[config.mk]
export PLATFORM = sky130hd
export DESIGN_NAME = ctr_seq_ctrl
export DESIGN_NICKNAME = d
export VERILOG_FILES = /design/src/rtl/seq_ctrl_pkg.sv /design/src/rtl/seq_counter.sv /design/src/rtl/seq_decoder.sv /design/src/rtl/seq_branch.sv /design/src/rtl/seq_strobes.sv /design/src/rtl/ctr_seq_ctrl.sv
export SDC_FILE = /design/constraint.sdc
export NUM_CORES = 1
export LEC_CHECK = 0
export ABC_AREA = 0
export BUFFER_PORTS_ARGS = -buffer_cell sky130_fd_sc_hd__buf_2
export CORE_AREA = 2 2 39 41
export CTS_CLUSTER_DIAMETER = 120
export DETAILED_ROUTE_END_ITERATION = 7
export DIE_AREA = 0 0 41 43
export PLACE_DENSITY = 0.45
export SLEW_MARGIN = 20
export SYNTH_ARGS = -nofsm -noshare
export SYNTH_HDL_FRONTEND = slang
export SYNTH_SLANG_ARGS = --single-unit
[constraint.sdc]
create_clock -name clk -period 1.76 [get_ports clk]
set_clock_uncertainty 0.05 [all_clocks]
set_input_delay 0.088 -clock clk [delete_from_list [all_inputs] [get_ports clk]]
set_output_delay 0.088 -clock clk [all_outputs]
set_load 0.02 [all_outputs]
[src/rtl/seq_ctrl_pkg.sv]
package seq_ctrl_pkg;

  // Counter codes of the five legal states; the branch loads depend on them.
  localparam int ST_IDLE  = 0;
  localparam int ST_SETUP = 1;
  localparam int ST_PREP  = 2;
  localparam int ST_UPD   = 3;
  localparam int ST_TEST  = 4;
  localparam int ST_COUNT = 5;

  typedef struct packed {
    logic src_load;
    logic acc_load;
    logic tol_load;
    logic tmp_load;
    logic est_load;
    logic tmp_sel;
    logic acc_sel;
    logic done_set;
    logic done_clr;
  } strobe_t;

  // Moore output table as a function of the legal one-hot state lines.
  function automatic strobe_t strobes_of(input logic [ST_COUNT-1:0] st);
    strobe_t s;
    s          = '0;
    s.done_set = st[ST_IDLE];
    s.done_clr = st[ST_SETUP];
    s.src_load = st[ST_SETUP];
    s.tol_load = st[ST_SETUP];
    s.acc_load = st[ST_SETUP] | st[ST_TEST];
    s.tmp_load = st[ST_PREP];
    s.tmp_sel  = st[ST_PREP];
    s.est_load = st[ST_UPD];
    s.acc_sel  = st[ST_TEST];
    return s;
  endfunction

  // Next value of a set/clear flag; set wins if both are requested.
  function automatic logic flag_next(input logic cur, input logic set_r, input logic clr_r);
    return set_r | (cur & ~clr_r);
  endfunction

endpackage

[src/rtl/seq_counter.sv]
module seq_counter #(
  parameter int W = 3
) (
  input  logic         clk,
  input  logic         rst,
  input  logic         cnt_en,
  input  logic         par_ld,
  input  logic [W-1:0] ld_val,
  output logic [W-1:0] q
);

  always_ff @(posedge clk) begin
    if (rst) begin
      q <= '0;
    end else if (par_ld) begin
      q <= ld_val;
    end else if (cnt_en) begin
      q <= q + W'(1);
    end
  end

endmodule

[src/rtl/seq_decoder.sv]
module seq_decoder #(
  parameter int W     = 3,
  parameter int LINES = 1 << W
) (
  input  logic [W-1:0]     q,
  output logic [LINES-1:0] oh
);

  for (genvar i = 0; i < LINES; i++) begin : g_line
    assign oh[i] = (q == W'(i));
  end

endmodule

[src/rtl/seq_branch.sv]
module seq_branch
  import seq_ctrl_pkg::*;
#(
  parameter int W     = 3,
  parameter int LINES = 1 << W
) (
  input  logic [LINES-1:0] oh,
  input  logic             start,
  input  logic             loop_cond,
  output logic             cnt_en,
  output logic             par_ld,
  output logic [W-1:0]     ld_val,
  output logic             illegal
);

  // Any decoded value beyond the five legal codes falls back to idle.
  assign illegal = |oh[LINES-1:ST_COUNT];

  always_comb begin
    cnt_en = (oh[ST_IDLE] & start) | oh[ST_SETUP] | oh[ST_PREP] | oh[ST_UPD];
    par_ld = (oh[ST_IDLE] & ~start) | oh[ST_TEST] | illegal;
    ld_val = (oh[ST_TEST] & loop_cond) ? W'(ST_PREP) : W'(ST_IDLE);
  end

endmodule

[src/rtl/seq_strobes.sv]
module seq_strobes
  import seq_ctrl_pkg::*;
(
  input  logic                clk,
  input  logic                rst,
  input  logic [ST_COUNT-1:0] st,
  output strobe_t             stb,
  output logic                done_q
);

  assign stb = strobes_of(st);

  always_ff @(posedge clk) begin
    if (rst) begin
      done_q <= 1'b1;
    end else begin
      done_q <= flag_next(done_q, stb.done_set, stb.done_clr);
    end
  end

endmodule

[src/rtl/ctr_seq_ctrl.sv]
module ctr_seq_ctrl
  import seq_ctrl_pkg::*;
#(
  parameter int CNT_W = 3
) (
  input  logic clk,
  input  logic rst,
  input  logic start,
  input  logic loop_cond,
  output logic src_load,
  output logic acc_load,
  output logic tol_load,
  output logic tmp_load,
  output logic est_load,
  output logic tmp_sel,
  output logic acc_sel,
  output logic done
);

  localparam int LINES = 1 << CNT_W;

  logic [CNT_W-1:0] cnt_q;
  logic [CNT_W-1:0] ld_val;
  logic [LINES-1:0] state_oh;
  logic             cnt_en;
  logic             par_ld;
  logic             illegal;
  strobe_t          stb;

  seq_counter #(.W(CNT_W)) u_cnt (
    .clk    (clk),
    .rst    (rst),
    .cnt_en (cnt_en),
    .par_ld (par_ld),
    .ld_val (ld_val),
    .q      (cnt_q)
  );

  seq_decoder #(.W(CNT_W), .LINES(LINES)) u_dec (
    .q  (cnt_q),
    .oh (state_oh)
  );

  seq_branch #(.W(CNT_W), .LINES(LINES)) u_br (
    .oh        (state_oh),
    .start     (start),
    .loop_cond (loop_cond),
    .cnt_en    (cnt_en),
    .par_ld    (par_ld),
    .ld_val    (ld_val),
    .illegal   (illegal)
  );

  seq_strobes u_stb (
    .clk    (clk),
    .rst    (rst),
    .st     (state_oh[ST_COUNT-1:0]),
    .stb    (stb),
    .done_q (done)
  );

  assign src_load = stb.src_load;
  assign acc_load = stb.acc_load;
  assign tol_load = stb.tol_load;
  assign tmp_load = stb.tmp_load;
  assign est_load = stb.est_load;
  assign tmp_sel  = stb.tmp_sel;
  assign acc_sel  = stb.acc_sel;

endmodule

Word level (Yosys, flattened, before mapping):

Cells that the tools add are included.

* $add $sub $neg: 1
* equality and inequality tests: 7
* muxes and demuxes: 3
* bitwise gates (word level): 13
* reduce and logical (&&, ||, !) cells: 3

Operators with widths (number)
* 3-bit == test, second input constant: 4
* 1-bit bitwise OR: 7
* 3-bit by 2-bit == test with 1-bit output, second input constant: 2
* 3-bit two-way mux: 2
* 1-bit bitwise AND: 4
* 3-bit by 1-bit adder with 3-bit output, second input constant: 1
* 3-bit by 1-bit == test with 1-bit output, second input constant: 1
* 3-bit zero test: 1
* 3-bit OR reduction: 1
* 2-bit two-way mux: 1
* 1-bit inverter: 2
* 2-bit nonzero test: 1

* flip-flop bits (word level): 4
* output and inout bits: 8
* word-level logic and storage cells: 29

Depth between registers and ports, before layout:

* depth after elaboration: 7
* gate-level depth with buffers: 6

Hierarchy:

A second synthesis with hierarchy kept.

* cell total of the unflattened synthesis: 44
* area total of the unflattened synthesis: 382.9 sq um

Modules (own cells, without submodules)
* seq_counter: instances 1, cells each 15, area each 158.9 sq um, sequential area each 60.1 sq um
* seq_strobes: instances 1, cells each 13, area each 98.8 sq um, sequential area each 20.0 sq um
* seq_decoder: instances 1, cells each 8, area each 65.1 sq um, sequential area each 0.0 sq um
* seq_branch: instances 1, cells each 8, area each 60.1 sq um, sequential area each 0.0 sq um

Least setup slack after synthesis:

Ideal clock, no wire load.

* path type: flip-flop to flip-flop
* start: register u_cnt.q[0]
* end: register u_cnt.q[1]
* library setup time: 79 ps
* arrival: 1442 ps
* data required time: 1631 ps
* setup slack: 189 ps
* stages on the path, launching flop included: 6
* buffers on the path: 0
* period minus slack after synthesis: 1571 ps
* cell sequence: dfxtp_1 -> ha_1 -> ha_1 -> o21bai_2 -> a21o_1 -> a211oi_2

* elaborated cells on any way between the ends: 22
* classes of those cells: add/sub (1); eq/ne (7); mux (3); bitwise (8); reduce/logical (3)

RTL lines
* start: declaration: line seq_counter.sv:9 `output logic [W-1:0] q`
* start signal: assignment: line seq_counter.sv:16 `q <= ld_val;`
* start signal: assignment: line seq_counter.sv:18 `q <= q + W'(1);`
* 3-bit by 2-bit == test with 1-bit output: line seq_decoder.sv:10 `assign oh[i] = (q == W'(i));`
* named net est_load: line ctr_seq_ctrl.sv:14 `output logic est_load,`
* 1-bit bitwise OR: line seq_branch.sv:20 `cnt_en = (oh[ST_IDLE] & start) | oh[ST_SETUP] | oh[ST_PREP] | oh[ST_UPD];`
* 2-bit nonzero test (no line)

The timed path passes the listed nets, and every way through them passes these cells. The select of a mux whose other input is x is not followed.
A chain may end at the register's enable or synchronous reset.

Final worst setup path:

* start: register u_cnt.q[0]
* end: output acc_load

* longest elaborated chain between the ends: 2
* elaborated cells on any way between the ends: 3
* classes of those cells: eq/ne (2); bitwise (1)

RTL lines
* 3-bit by 1-bit == test with 1-bit output or 3-bit == test (tied branches): line seq_decoder.sv:10
* 1-bit bitwise OR (*): line seq_ctrl_pkg.sv:31 `s.acc_load = st[ST_SETUP] | st[ST_TEST];`
* end: declaration: line ctr_seq_ctrl.sv:11 `output logic acc_load,`

Mark *: on every way between the ends. The rest lies on a longest branch, timed or not.

==> results <==
- In the final design database the tool counted 60 nets.
- The number of top-level design ports is 12.
- Prior to clock tree synthesis, the placed netlist has a worst setup slack of 0.0627 ns.
- The number of iterations in the first detailed-routing pass is 1.
- The die extent in x is 41 um.
- The most used flip-flop cell after synthesis is sky130_fd_sc_hd__dfxtp_1.
- The static power due to leakage is around 0.21 nW.
- The routed length on met3 is 47 um.
- Of all flip-flops after synthesis, the portion carrying an async set or reset was 0%.
- The worst-case setup margin in the final layout is between 0.1 and 0.15 ns.
- Input and output buffers added on the ports amount to 11.
- Clock tree synthesis selected as its root buffer the cell sky130_fd_sc_hd__clkbuf_4.
- Setup repair after global routing left no endpoint under its margin.
- The overall via count from detail_route is 288.
- The number of warnings reported in the yosys synthesis log is 0.
- The met1 routed wirelength after detailed routing is around 270 um.
- Hold timing on the final database bottoms out at a slack of 0.0309 ns.
- The floorplan die height is 43 um.
- The kind of end point of the critical path is an output port.
- The total congestion overflow is 0.
- The effective utilization at floorplan is 24.0%.
- Routability-driven placement finished with a final weighted congestion of around 0.66.
- Yosys mapped a number of flops with a built-in enable equal to 0.
- The top metal layer carrying routed signals is met4.
- The post-CTS setup buffer count is 0.
- The maximum root-to-sink buffer count is 2.
- Sequential elements use 24.2% of the synthesized area.
- Among all stages on the critical path, the largest delay is contributed by sky130_fd_sc_hd__dfxtp_1.
- For the worst setup path, the data arrival time is 1.51 ns.
- Max-cap violations in this run came to 0.
- Of all nets on the critical path, the largest fanout is 5.
- The number of nets in the synthesized netlist is 46.
- The violation count after the first detailed-routing iteration is 0.
- The final setup violation count is 0.
- The via count of the first global-routing pass was 246.
- The synthesized netlist occupies a cell area of 332 um2.
- TritonCTS built the clock tree.
- The routed design uses between 300 and 400 um of met2 wire.
- The number of clock sinks seen by CTS is 4.
- The number of max-slew violations in the final report was 0.
- Compared with the post-synthesis result, the final layout area differs by 28.7%.
- The number of antenna violations at the first check in global routing is 0.
- Wires add up to between 600 and 700 um.
- In the synthesized netlist, the number of instances is 36.
- After clock tree synthesis, the clock-pin slew on the worst setup and hold paths is 0.04 ns.
- The half-perimeter wire length after placement is 525 um.
- Clock tree synthesis inserted a total of 3 buffers.
- The signal on the critical path passes through inv_1 -> ha_2 -> and2_2 -> or2_1 -> buf_2.
- In this design, the stage delay of the slowest critical-path cell is around 0.39 ns.
- In the routed layout, each cell is associated on average with a via count of 4.50.
- In the global route stage, overall resource usage came out at around 8.8%.
- The final-layout setup total negative slack is 0 ns.
- The floorplan die area is 1760 um2.
- The fraction of layout instances using a drive strength above 1 is 50.0%.
- After floorplanning, the core was divided into 14 placement rows.
- A synthesized cell averages between 9 and 10 um2.
- The top cell types in the final layout, fill and taps aside, are sky130_fd_sc_hd__buf_2, sky130_fd_sc_hd__ha_1, sky130_fd_sc_hd__inv_1, sky130_fd_sc_hd__dfxtp_1, sky130_fd_sc_hd__clkbuf_4.
- The number of placed instances, taps included, is 61.
- The global-route wire length before repair is approximately 950 um.
- The total core area is 1380 um2.
- The leading cell type in the layout, fill and taps excluded is sky130_fd_sc_hd__buf_2.
- In this run the worst hold path is classified as in2reg.
- The overall power is ~0.0009 W.
- The number of different library cells used by synthesis comes to 21.
- The per-cell routed wire length is 10.0 um.
- The clock latency on the worst-skew pair is 0.23 ns.
- The worst voltage drop across the vdd grid is about 0.45 mV.
- The worst setup path is launched from a flip-flop.
- CTS built an H-tree with a depth of 1.
- The final instance count without filler cells is 64.
- Subtracting the final worst setup slack from the clock period gives 1.65 ns.
- The number of antenna diodes in the final layout is 0.
- The maximum operating frequency is 0.606 GHz.
- The number of hold buffers added after CTS was 0.
- In this run the tightest slew margin relative to its limit is 81.5%.
- The count of endpoints failing hold in the final timing report is 0.
- The share of the cycle needed by the critical path after routing is 93.8%.
- The largest net degree at the start of global routing is 8.
- Dividing total power by cell area gives a power density of 2110 nW/um2.
- The remaining design rule violation count is 0.
- The required time of the critical path is 1.62 ns.
- The critical path class is reg2out.
- For the pin with the worst max-slew slack, the measured transition is 0.277 ns.
- The flow ran to the end, and the final reports show no timing, DRC or antenna violations.
- The flip-flop and latch count after synthesis is 4.
- The number of nets with antenna violations after routing is 0.
## power by group
group | internal, W | switching [W] | leakage [nW]
Sequential | 0.000126 | 0.0000435 | 0.0328
Combinational | 0.000262 | 0.000358 | 0.163
Clock | 0.0000761 | 0.0000353 | 0.0138
Total | 0.000464 | 0.000437 | 0.210
## critical path, delay by kind of cell (launching register included)
| family | cells | cell delay, ns |
|---|---|---|
| buffers and inverters | 2 | 0.24 |
| DFF | 1 | 0.39 |
| adders and majority gates | 1 | 0.23 |
| and+or+nand+nor | 2 | 0.42 |
## stage by stage
stage	util, %	instance area, um2
after CTS	29.9	414
after floorplan	-	332
after global placement	28.3	392
final	30.8	427
after global routing	30.8	427
after detailed placement	28.3	392
## area by class of cell
type	count	area, um2
Clock buffer	3	22.5
Sequential cell	4	80.1
Tap cell	16	20.0
Fill cell	159	957
Inverter	5	18.8
Multi-Input combinational cell	25	230
Timing Repair Buffer	11	55.1
## registers in the layout, indices dropped and copies added, names as in the netlist
register / flops
u_cnt.q: 3
u_stb.done_q: 1
## timing repair
| item | CTS | global route |
|---|---|---|
| endpoints found under the setup margin | 0 | 2 |
| resized for setup | 0 | 3 |
| endpoints found under the hold margin | 0 | 0 |
## metal layers
metal	vias to the layer above	track usage, %
li1	146	-
met1	130	8.68
met5	-	0
met3	2	3.14
met4	0	12.0
met2	10	11.6
## final timing paths
| check | slack (ns) | depth (start not counted) | start | to |
|---|---|---|---|---|
| setup / recovery | 0.11 | 5 | u_cnt.q[0] | acc_load |
| setup reg to reg | 0.13 | 6 | u_cnt.q[0] | u_cnt.q[1] |
| hold / removal | 0.03 | 2 | rst | u_cnt.q[1] |
| hold reg to reg | 0.47 | 1 | u_stb.done_q | u_stb.done_q |
## logic make-up after synthesis
logic type	after synthesis	share of synthesized area [%]
AO/OA/AOI/OAI	7	22.3
buffers and inverters	7	10.2
XOR/XNOR	1	2.64
flip-flops	4	24.2
adder cells (fa/ha/maj)	6	22.6
AND/OR/NAND/NOR	11	18.1
## Yosys cell counts (2+ instances only)
library cell               count  area, um2
sky130_fd_sc_hd__a211oi_2      2       25.0
sky130_fd_sc_hd__buf_4         2       15.0
sky130_fd_sc_hd__dfxtp_1       4       80.1
sky130_fd_sc_hd__ha_1          6       75.1
sky130_fd_sc_hd__inv_1         4       15.0
sky130_fd_sc_hd__nand2_1       2       7.51
sky130_fd_sc_hd__nor3_1        2       10.0
No activity file was read; power rests on OpenSTA's default activity.
